==> src/rtl/refsched_pkg.sv <==
package refsched_pkg;

  typedef enum logic [2:0] {
    ST_PAUSE,
    ST_IDLE,
    ST_REQ,
    ST_LEAD,
    ST_CAS,
    ST_RAS,
    ST_PRE
  } rs_state_e;

  // pin vector positions
  localparam int PIN_RAS = 0;
  localparam int PIN_CAS = 1;
  localparam int PIN_WE  = 2;
  localparam int NPINS   = 3;

  function automatic int max4(input int a, input int b, input int c, input int d);
    int m;
    m = a;
    if (b > m) m = b;
    if (c > m) m = c;
    if (d > m) m = d;
    return m;
  endfunction

endpackage

==> src/rtl/ref_interval_timer.sv <==
module ref_interval_timer #(
  parameter int INTERVAL_CYC = 1560
) (
  input  logic clk,
  input  logic rst_n,
  input  logic run,
  output logic tick
);
  localparam int TW = (INTERVAL_CYC > 2) ? $clog2(INTERVAL_CYC) : 1;
  localparam logic [TW-1:0] LAST = TW'(INTERVAL_CYC - 1);

  logic [TW-1:0] t_q;

  always_ff @(posedge clk) begin
    if (!rst_n || !run) t_q <= '0;
    else if (t_q == LAST) t_q <= '0;
    else t_q <= t_q + 1'b1;
  end

  assign tick = run && (t_q == LAST);
endmodule

==> src/rtl/ref_debt_ctr.sv <==
module ref_debt_ctr #(
  parameter int DEBT_MAX = 8
) (
  input  logic clk,
  input  logic rst_n,
  input  logic add,
  input  logic take,
  output logic owed_nz
);
  localparam int DW = $clog2(DEBT_MAX + 1);
  localparam logic [DW-1:0] FULL = DW'(DEBT_MAX);

  logic [DW-1:0] owed_q;
  logic          add_ok;

  // a new opportunity counts when there is room, or when one leaves in the same cycle
  assign add_ok = add && ((owed_q != FULL) || take);

  always_ff @(posedge clk) begin
    if (!rst_n) owed_q <= '0;
    else begin
      case ({add_ok, take})
        2'b10:   owed_q <= owed_q + 1'b1;
        2'b01:   owed_q <= owed_q - 1'b1;
        default: owed_q <= owed_q;
      endcase
    end
  end

  assign owed_nz = (owed_q != '0);
endmodule

==> src/rtl/ref_cycle_fsm.sv <==
module ref_cycle_fsm
  import refsched_pkg::*;
#(
  parameter int PAUSE_CYC   = 10000,
  parameter int INIT_CYCLES = 8,
  parameter int CSR_CYC     = 1,
  parameter int RAS_CYC     = 6,
  parameter int RP_CYC      = 4
) (
  input  logic             clk,
  input  logic             rst_n,
  input  logic             owed_nz,
  input  logic             gnt,
  output logic             take,
  output logic             req,
  output logic             done,
  output logic             owner,
  output logic             ready,
  output logic [NPINS-1:0] pins_n
);
  localparam int MAXD = max4(PAUSE_CYC, CSR_CYC, RAS_CYC, RP_CYC);
  localparam int CW   = $clog2(MAXD + 1);
  localparam int IW   = $clog2(INIT_CYCLES + 1);
  localparam logic [CW-1:0] L_PAUSE = CW'(PAUSE_CYC - 1);
  localparam logic [CW-1:0] L_CSR   = CW'(CSR_CYC - 1);
  localparam logic [CW-1:0] L_RAS   = CW'(RAS_CYC - 1);
  localparam logic [CW-1:0] L_RP    = CW'(RP_CYC - 1);

  rs_state_e     st_q;
  logic [CW-1:0] cnt_q;
  logic [IW-1:0] init_left_q;
  logic          ready_q, done_q;
  logic          expire;

  assign expire = (cnt_q == '0);

  always_ff @(posedge clk) begin
    if (!rst_n) begin
      st_q        <= ST_PAUSE;
      cnt_q       <= L_PAUSE;
      init_left_q <= IW'(INIT_CYCLES);
      ready_q     <= 1'b0;
      done_q      <= 1'b0;
    end else begin
      done_q <= 1'b0;
      if (!expire) cnt_q <= cnt_q - 1'b1;
      case (st_q)
        ST_PAUSE: if (expire) begin st_q <= ST_CAS; cnt_q <= L_CSR; end
        ST_IDLE:  if (ready_q && owed_nz) st_q <= ST_REQ;
        ST_REQ:   if (gnt) begin st_q <= ST_LEAD; cnt_q <= L_RP; end
        ST_LEAD:  if (expire) begin st_q <= ST_CAS; cnt_q <= L_CSR; end
        ST_CAS:   if (expire) begin st_q <= ST_RAS; cnt_q <= L_RAS; end
        ST_RAS: if (expire) begin
          st_q  <= ST_PRE;
          cnt_q <= L_RP;
          if (!ready_q) init_left_q <= init_left_q - 1'b1;
        end
        ST_PRE: if (expire) begin
          if (!ready_q) begin
            if (init_left_q == '0) begin ready_q <= 1'b1; st_q <= ST_IDLE; end
            else begin st_q <= ST_CAS; cnt_q <= L_CSR; end
          end else if (owed_nz) begin
            st_q <= ST_CAS; cnt_q <= L_CSR;
          end else begin
            done_q <= 1'b1; st_q <= ST_IDLE;
          end
        end
        default: st_q <= ST_IDLE;
      endcase
    end
  end

  assign take  = ready_q && (st_q == ST_RAS) && expire;
  assign req   = (st_q == ST_REQ);
  assign done  = done_q;
  assign ready = ready_q;
  assign owner = (st_q != ST_IDLE) && (st_q != ST_REQ);

  always_comb begin
    pins_n          = '1;
    pins_n[PIN_RAS] = (st_q != ST_RAS);
    pins_n[PIN_CAS] = !((st_q == ST_CAS) || (st_q == ST_RAS));
    pins_n[PIN_WE]  = 1'b1;
  end
endmodule

==> src/rtl/ref_pin_mux.sv <==
module ref_pin_mux #(
  parameter int N = 3
) (
  input  logic         sel_ref,
  input  logic [N-1:0] ref_n,
  input  logic [N-1:0] mc_n,
  output logic [N-1:0] out_n
);
  for (genvar i = 0; i < N; i++) begin : g_pin
    assign out_n[i] = sel_ref ? ref_n[i] : mc_n[i];
  end
endmodule

==> src/rtl/cbr_refresh_sched.sv <==
module cbr_refresh_sched
  import refsched_pkg::*;
#(
  parameter int PAUSE_CYC    = 10000,
  parameter int INIT_CYCLES  = 8,
  parameter int INTERVAL_CYC = 1560,
  parameter int CSR_CYC      = 1,
  parameter int RAS_CYC      = 6,
  parameter int RP_CYC       = 4,
  parameter int DEBT_MAX     = 8
) (
  input  logic clk,
  input  logic rst_n,
  input  logic mc_ras_n,
  input  logic mc_cas_n,
  input  logic mc_we_n,
  input  logic ref_gnt,
  output logic ref_req,
  output logic ref_done,
  output logic ref_owner,
  output logic ready,
  output logic dram_ras_n,
  output logic dram_cas_n,
  output logic dram_we_n
);
  logic             tick, take, owed_nz;
  logic [NPINS-1:0] ref_pins_n, mc_pins_n, out_pins_n;

  ref_interval_timer #(.INTERVAL_CYC(INTERVAL_CYC)) u_timer (
    .clk(clk), .rst_n(rst_n), .run(ready), .tick(tick)
  );

  ref_debt_ctr #(.DEBT_MAX(DEBT_MAX)) u_debt (
    .clk(clk), .rst_n(rst_n), .add(tick), .take(take), .owed_nz(owed_nz)
  );

  ref_cycle_fsm #(
    .PAUSE_CYC(PAUSE_CYC), .INIT_CYCLES(INIT_CYCLES), .CSR_CYC(CSR_CYC),
    .RAS_CYC(RAS_CYC), .RP_CYC(RP_CYC)
  ) u_fsm (
    .clk(clk), .rst_n(rst_n), .owed_nz(owed_nz), .gnt(ref_gnt), .take(take),
    .req(ref_req), .done(ref_done), .owner(ref_owner), .ready(ready),
    .pins_n(ref_pins_n)
  );

  always_comb begin
    mc_pins_n          = '1;
    mc_pins_n[PIN_RAS] = mc_ras_n;
    mc_pins_n[PIN_CAS] = mc_cas_n;
    mc_pins_n[PIN_WE]  = mc_we_n;
  end

  ref_pin_mux #(.N(NPINS)) u_mux (
    .sel_ref(ref_owner), .ref_n(ref_pins_n), .mc_n(mc_pins_n), .out_n(out_pins_n)
  );

  assign dram_ras_n = out_pins_n[PIN_RAS];
  assign dram_cas_n = out_pins_n[PIN_CAS];
  assign dram_we_n  = out_pins_n[PIN_WE];
endmodule

==> config.mk <==
export PLATFORM = sky130hd
export DESIGN_NAME = cbr_refresh_sched
export DESIGN_NICKNAME = d
export VERILOG_FILES = /design/src/rtl/refsched_pkg.sv /design/src/rtl/ref_interval_timer.sv /design/src/rtl/ref_debt_ctr.sv /design/src/rtl/ref_cycle_fsm.sv /design/src/rtl/ref_pin_mux.sv /design/src/rtl/cbr_refresh_sched.sv
export SDC_FILE = /design/constraint.sdc
export NUM_CORES = 1
export LEC_CHECK = 0
export BUFFER_PORTS_ARGS = -buffer_cell sky130_fd_sc_hd__buf_4
export CELL_PAD_IN_SITES_DETAIL_PLACEMENT = 1
export CELL_PAD_IN_SITES_GLOBAL_PLACEMENT = 2
export CORE_MARGIN = 4
export CORE_UTILIZATION = 28
export CTS_CLUSTER_SIZE = 16
export DETAILED_ROUTE_END_ITERATION = 10
export GPL_TIMING_DRIVEN = 1
export PLACE_DENSITY = 0.62
export SLEW_MARGIN = 20
export SYNTH_ARGS = -nofsm -noshare
export SYNTH_HDL_FRONTEND = slang
export SYNTH_SLANG_ARGS = --single-unit
==> constraint.sdc <==
create_clock -name clk -period 6 [get_ports clk]
set_clock_uncertainty 0.2 [all_clocks]
set_input_delay 0.3 -clock clk [delete_from_list [all_inputs] [get_ports clk]]
set_output_delay 0.3 -clock clk [all_outputs]
set_load 0.005 [all_outputs]
==> impl_metrics.tcl <==
set metrics [dict create \
    postRouteAntennaNets 0 \
    cts.clk_slew.worst_paths_ps 70 \
    yosysWarnings 0 \
    clock_path_buffers 2 \
    overflow 0 \
    wire_per_inst_um 15.0 \
    r2r_start "u_fsm.cnt_q[12]$_SDFF_PN0_" \
    power_switching_share_pct 22.1 \
    io_buffers 12 \
    antennaDiodeCount 0 \
    synth.area.top_cells "dfxtp_1 (33%), nor2_1 (4.9%), a21oi_1 (4.8%)" \
    min_path_type "in2reg" \
    finalCritPeriodShare_pct 47.9 \
    min_period_ps 2870 \
    syn_inst 277 \
    peakVddDrop_mv 0.0924 \
    maxCapViolCount 0 \
    htree_levels 2 \
    core_area_mm2 0.00785 \
    tightestPinTransition_ps 866 \
    relSlewSlack_pct 42.2 \
    grt.total_usage_pct 12.8 \
    synth.most_common_cell "dfxtp_1" \
    viasPerCell 5.04 \
    endpoint "u_debt.owed_q[3]$_SDFFE_PN0P_" \
    tritoncts "built" \
    numCtsBuffers 5 \
    start_util_pct 29.1 \
    end_kind "flip-flop" \
    grt_start_max_net_pins 21 \
    crit_required_ps 6020 \
    setup_viol 0 \
    r2r_cells 9 \
    synth_flop_cell "dfxtp_1" \
    path_class "reg2reg" \
    maxSlewViolCount 0 \
    seqPwrFrac_pct 57.0 \
    status "finished clean" \
    intPower_mw 0.350 \
    cts-resized-gates 0 \
    fin_setup_tns_ps 0 \
    synth_top_area_share_pct 33.3 \
    grt_pass1_vias 1971 \
    synth_fp_nets 292 \
    worstSkewPairLatency_ps 280 \
    seq_area_frac_synth_pct 33.3 \
    dp_cells 380 \
    p_leak_nw 0.855 \
    ys_ff_latch 38 \
    vias 1946 \
    place_hpwl_um 4240 \
    cp-start-kind "flip-flop" \
    synth-async-reset-ratio_pct 0 \
    avgSynthCellArea_um2 8.26 \
    synth_commonest_cells "dfxtp_1 (38), nor2_1 (30), a21oi_1 (22)" \
    rsz0062_at_grt "false" \
    hold_violations 0 \
    yosys.area.top_type "dfxtp_1" \
    ios 13 \
    drc 0 \
    power_mw 0.449 \
    num_rows 32 \
    drt_wl_total_um 5790 \
    switchingPower_mw 0.0991 \
    synth_edf_count 0 \
    syn_area_mm2 0.00229 \
    dr.pass1.iters 4 \
    die-area_mm2 0.00968 \
    pwr-share-comb_pct 3.7 \
    r2r_end "u_debt.owed_q[3]$_SDFFE_PN0P_" \
    dieWidth_um 98.4 \
    nets 300 \
    fin_cells 386 \
    clockPowerShare_pct 39.3 \
    hold_buffers 0 \
    cp-startpoint "u_fsm.cnt_q[12]$_SDFF_PN0_" \
    synth_cell_types 58 \
    drive_above_1_share_pct 12.0 \
    clockRootBuffer "clkbuf_8" \
    cts.sinks 38 \
    cp_max_fo 8 \
    antenna_found_initial 0 \
    rrSetupSlack_ps 3130 \
    crit_arrival_ps 2890 \
    area_growth_pct 10.9 \
    die-height_um 98.4 \
    timing.fmax_mhz 348 \
    grt_pass1_wl_um 10100 \
    drtIter0Drc 69 \
    cts_setup_buffers 0 \
    place.gp.congestion 0.729 \
    p_per_area_mw_per_mm2 177 \
]
[layer usage]
metal | wire [um] | vias to the layer above | GRT usage, %
met5 | 0 | - | 0
met4 | 67 | 0 | 3.78
met3 | 92 | 5 | 2.43
met2 | 2680 | 10 | 20.4
met1 | 2950 | 922 | 17.4
li1 | - | 1009 | -
[registers in the layout, summed over array words and instances (netlist names)]
register           count
u_fsm.done             1
u_fsm.st_q             3
u_fsm.ready            1
u_fsm.cnt_q           14
u_debt.owed_q          4
u_fsm.init_left_q      4
u_timer.t_q           11
[cell usage in the layout (no fill, tap or decap), types with 3 or more instances in the layout]
cell,instances
xnor2_1,9
inv_1,16
ha_1,8
nand2_1,18
o21ai_0,6
nor2b_1,3
buf_4,12
xor2_1,9
mux2i_1,4
a211oi_1,4
nor3_1,10
and3_1,5
nand4_1,4
a21oi_1,22
nor4_1,4
nand2b_1,7
dfxtp_1,38
nor2_1,30
o22ai_1,4
nor3b_1,4
nand3_1,18
clkbuf_8,6
[power by group through the flow]
stage	Combinational (mW)	Sequential [mW]	Clock (mW)
after floorplan	0.0101	0.261	0
after global placement	0.0171	0.262	0
after detailed placement	0.0169	0.262	0
after CTS	0.0169	0.256	0.186
after global routing	0.0190	0.256	0.196
final	0.0167	0.256	0.176
[worst max-delay path, stage by stage (launching register included)]
cell	delay (ps)
dfxtp_1	350
nor4_1	480
and3_1	450
nand4_2	260
inv_1	150
ha_1	270
a21oi_1	170
nand2_1	110
mux2_2	270
o22ai_1	90
[metrics by stage]
| step | utilization [%] | setup WS [ps] | instance area [um2] | hold WS (ps) |
|---|---|---|---|---|
| 5_1_grt | 32.3 | 2800 | 2540 | 113 |
| 6_report | 32.3 | 3130 | 2540 | 123 |
| 4_1_cts | 32.3 | 3080 | 2540 | 107 |
| 2_1_floorplan | - | 3470 | 2290 | 230 |
| 3_3_place_gp | 31.3 | 3180 | 2450 | 245 |
| 3_5_place_dp | 31.3 | 3100 | 2450 | 261 |
[worst min-delay path by stage]
| stage | from | end | slack (ps) | cells past startpoint |
|---|---|---|---|---|
| 3_5_place_dp | u_timer.t_q[0]$_SDFF_PP0_ | u_timer.t_q[0]$_SDFF_PP0_ | 260 | 1 |
| 2_1_floorplan | u_timer.t_q[0]$_SDFF_PP0_ | u_timer.t_q[0]$_SDFF_PP0_ | 230 | 1 |
| 6_report | rst_n | u_fsm.cnt_q[9]$_SDFF_PN1_ | 120 | 2 |
| 3_3_place_gp | u_timer.t_q[0]$_SDFF_PP0_ | u_timer.t_q[0]$_SDFF_PP0_ | 240 | 1 |
| 5_1_grt | rst_n | u_fsm.cnt_q[9]$_SDFF_PN1_ | 110 | 2 |
| 4_1_cts | rst_n | u_fsm.cnt_q[9]$_SDFF_PN1_ | 110 | 2 |
[layout make-up]
class	instances	area, um2
Inverter	18	67.6
Multi-Input combinational cell	210	1410
Sequential cell	38	761
Fill cell	967	5310
Timing Repair Buffer	12	90.1
Clock buffer	6	82.6
Tap cell	102	128
[cell families after synthesis]
logic type	share of synthesized area [%]
AO/OA/AOI/OAI	18.0
XOR/XNOR	6.89
adder cells (fa/ha/maj)	5.25
buffers and inverters	5.14
flip-flops	33.3
multiplexers	2.24
AND/OR/NAND/NOR	29.2
No activity file was read; power rests on OpenSTA's default activity.
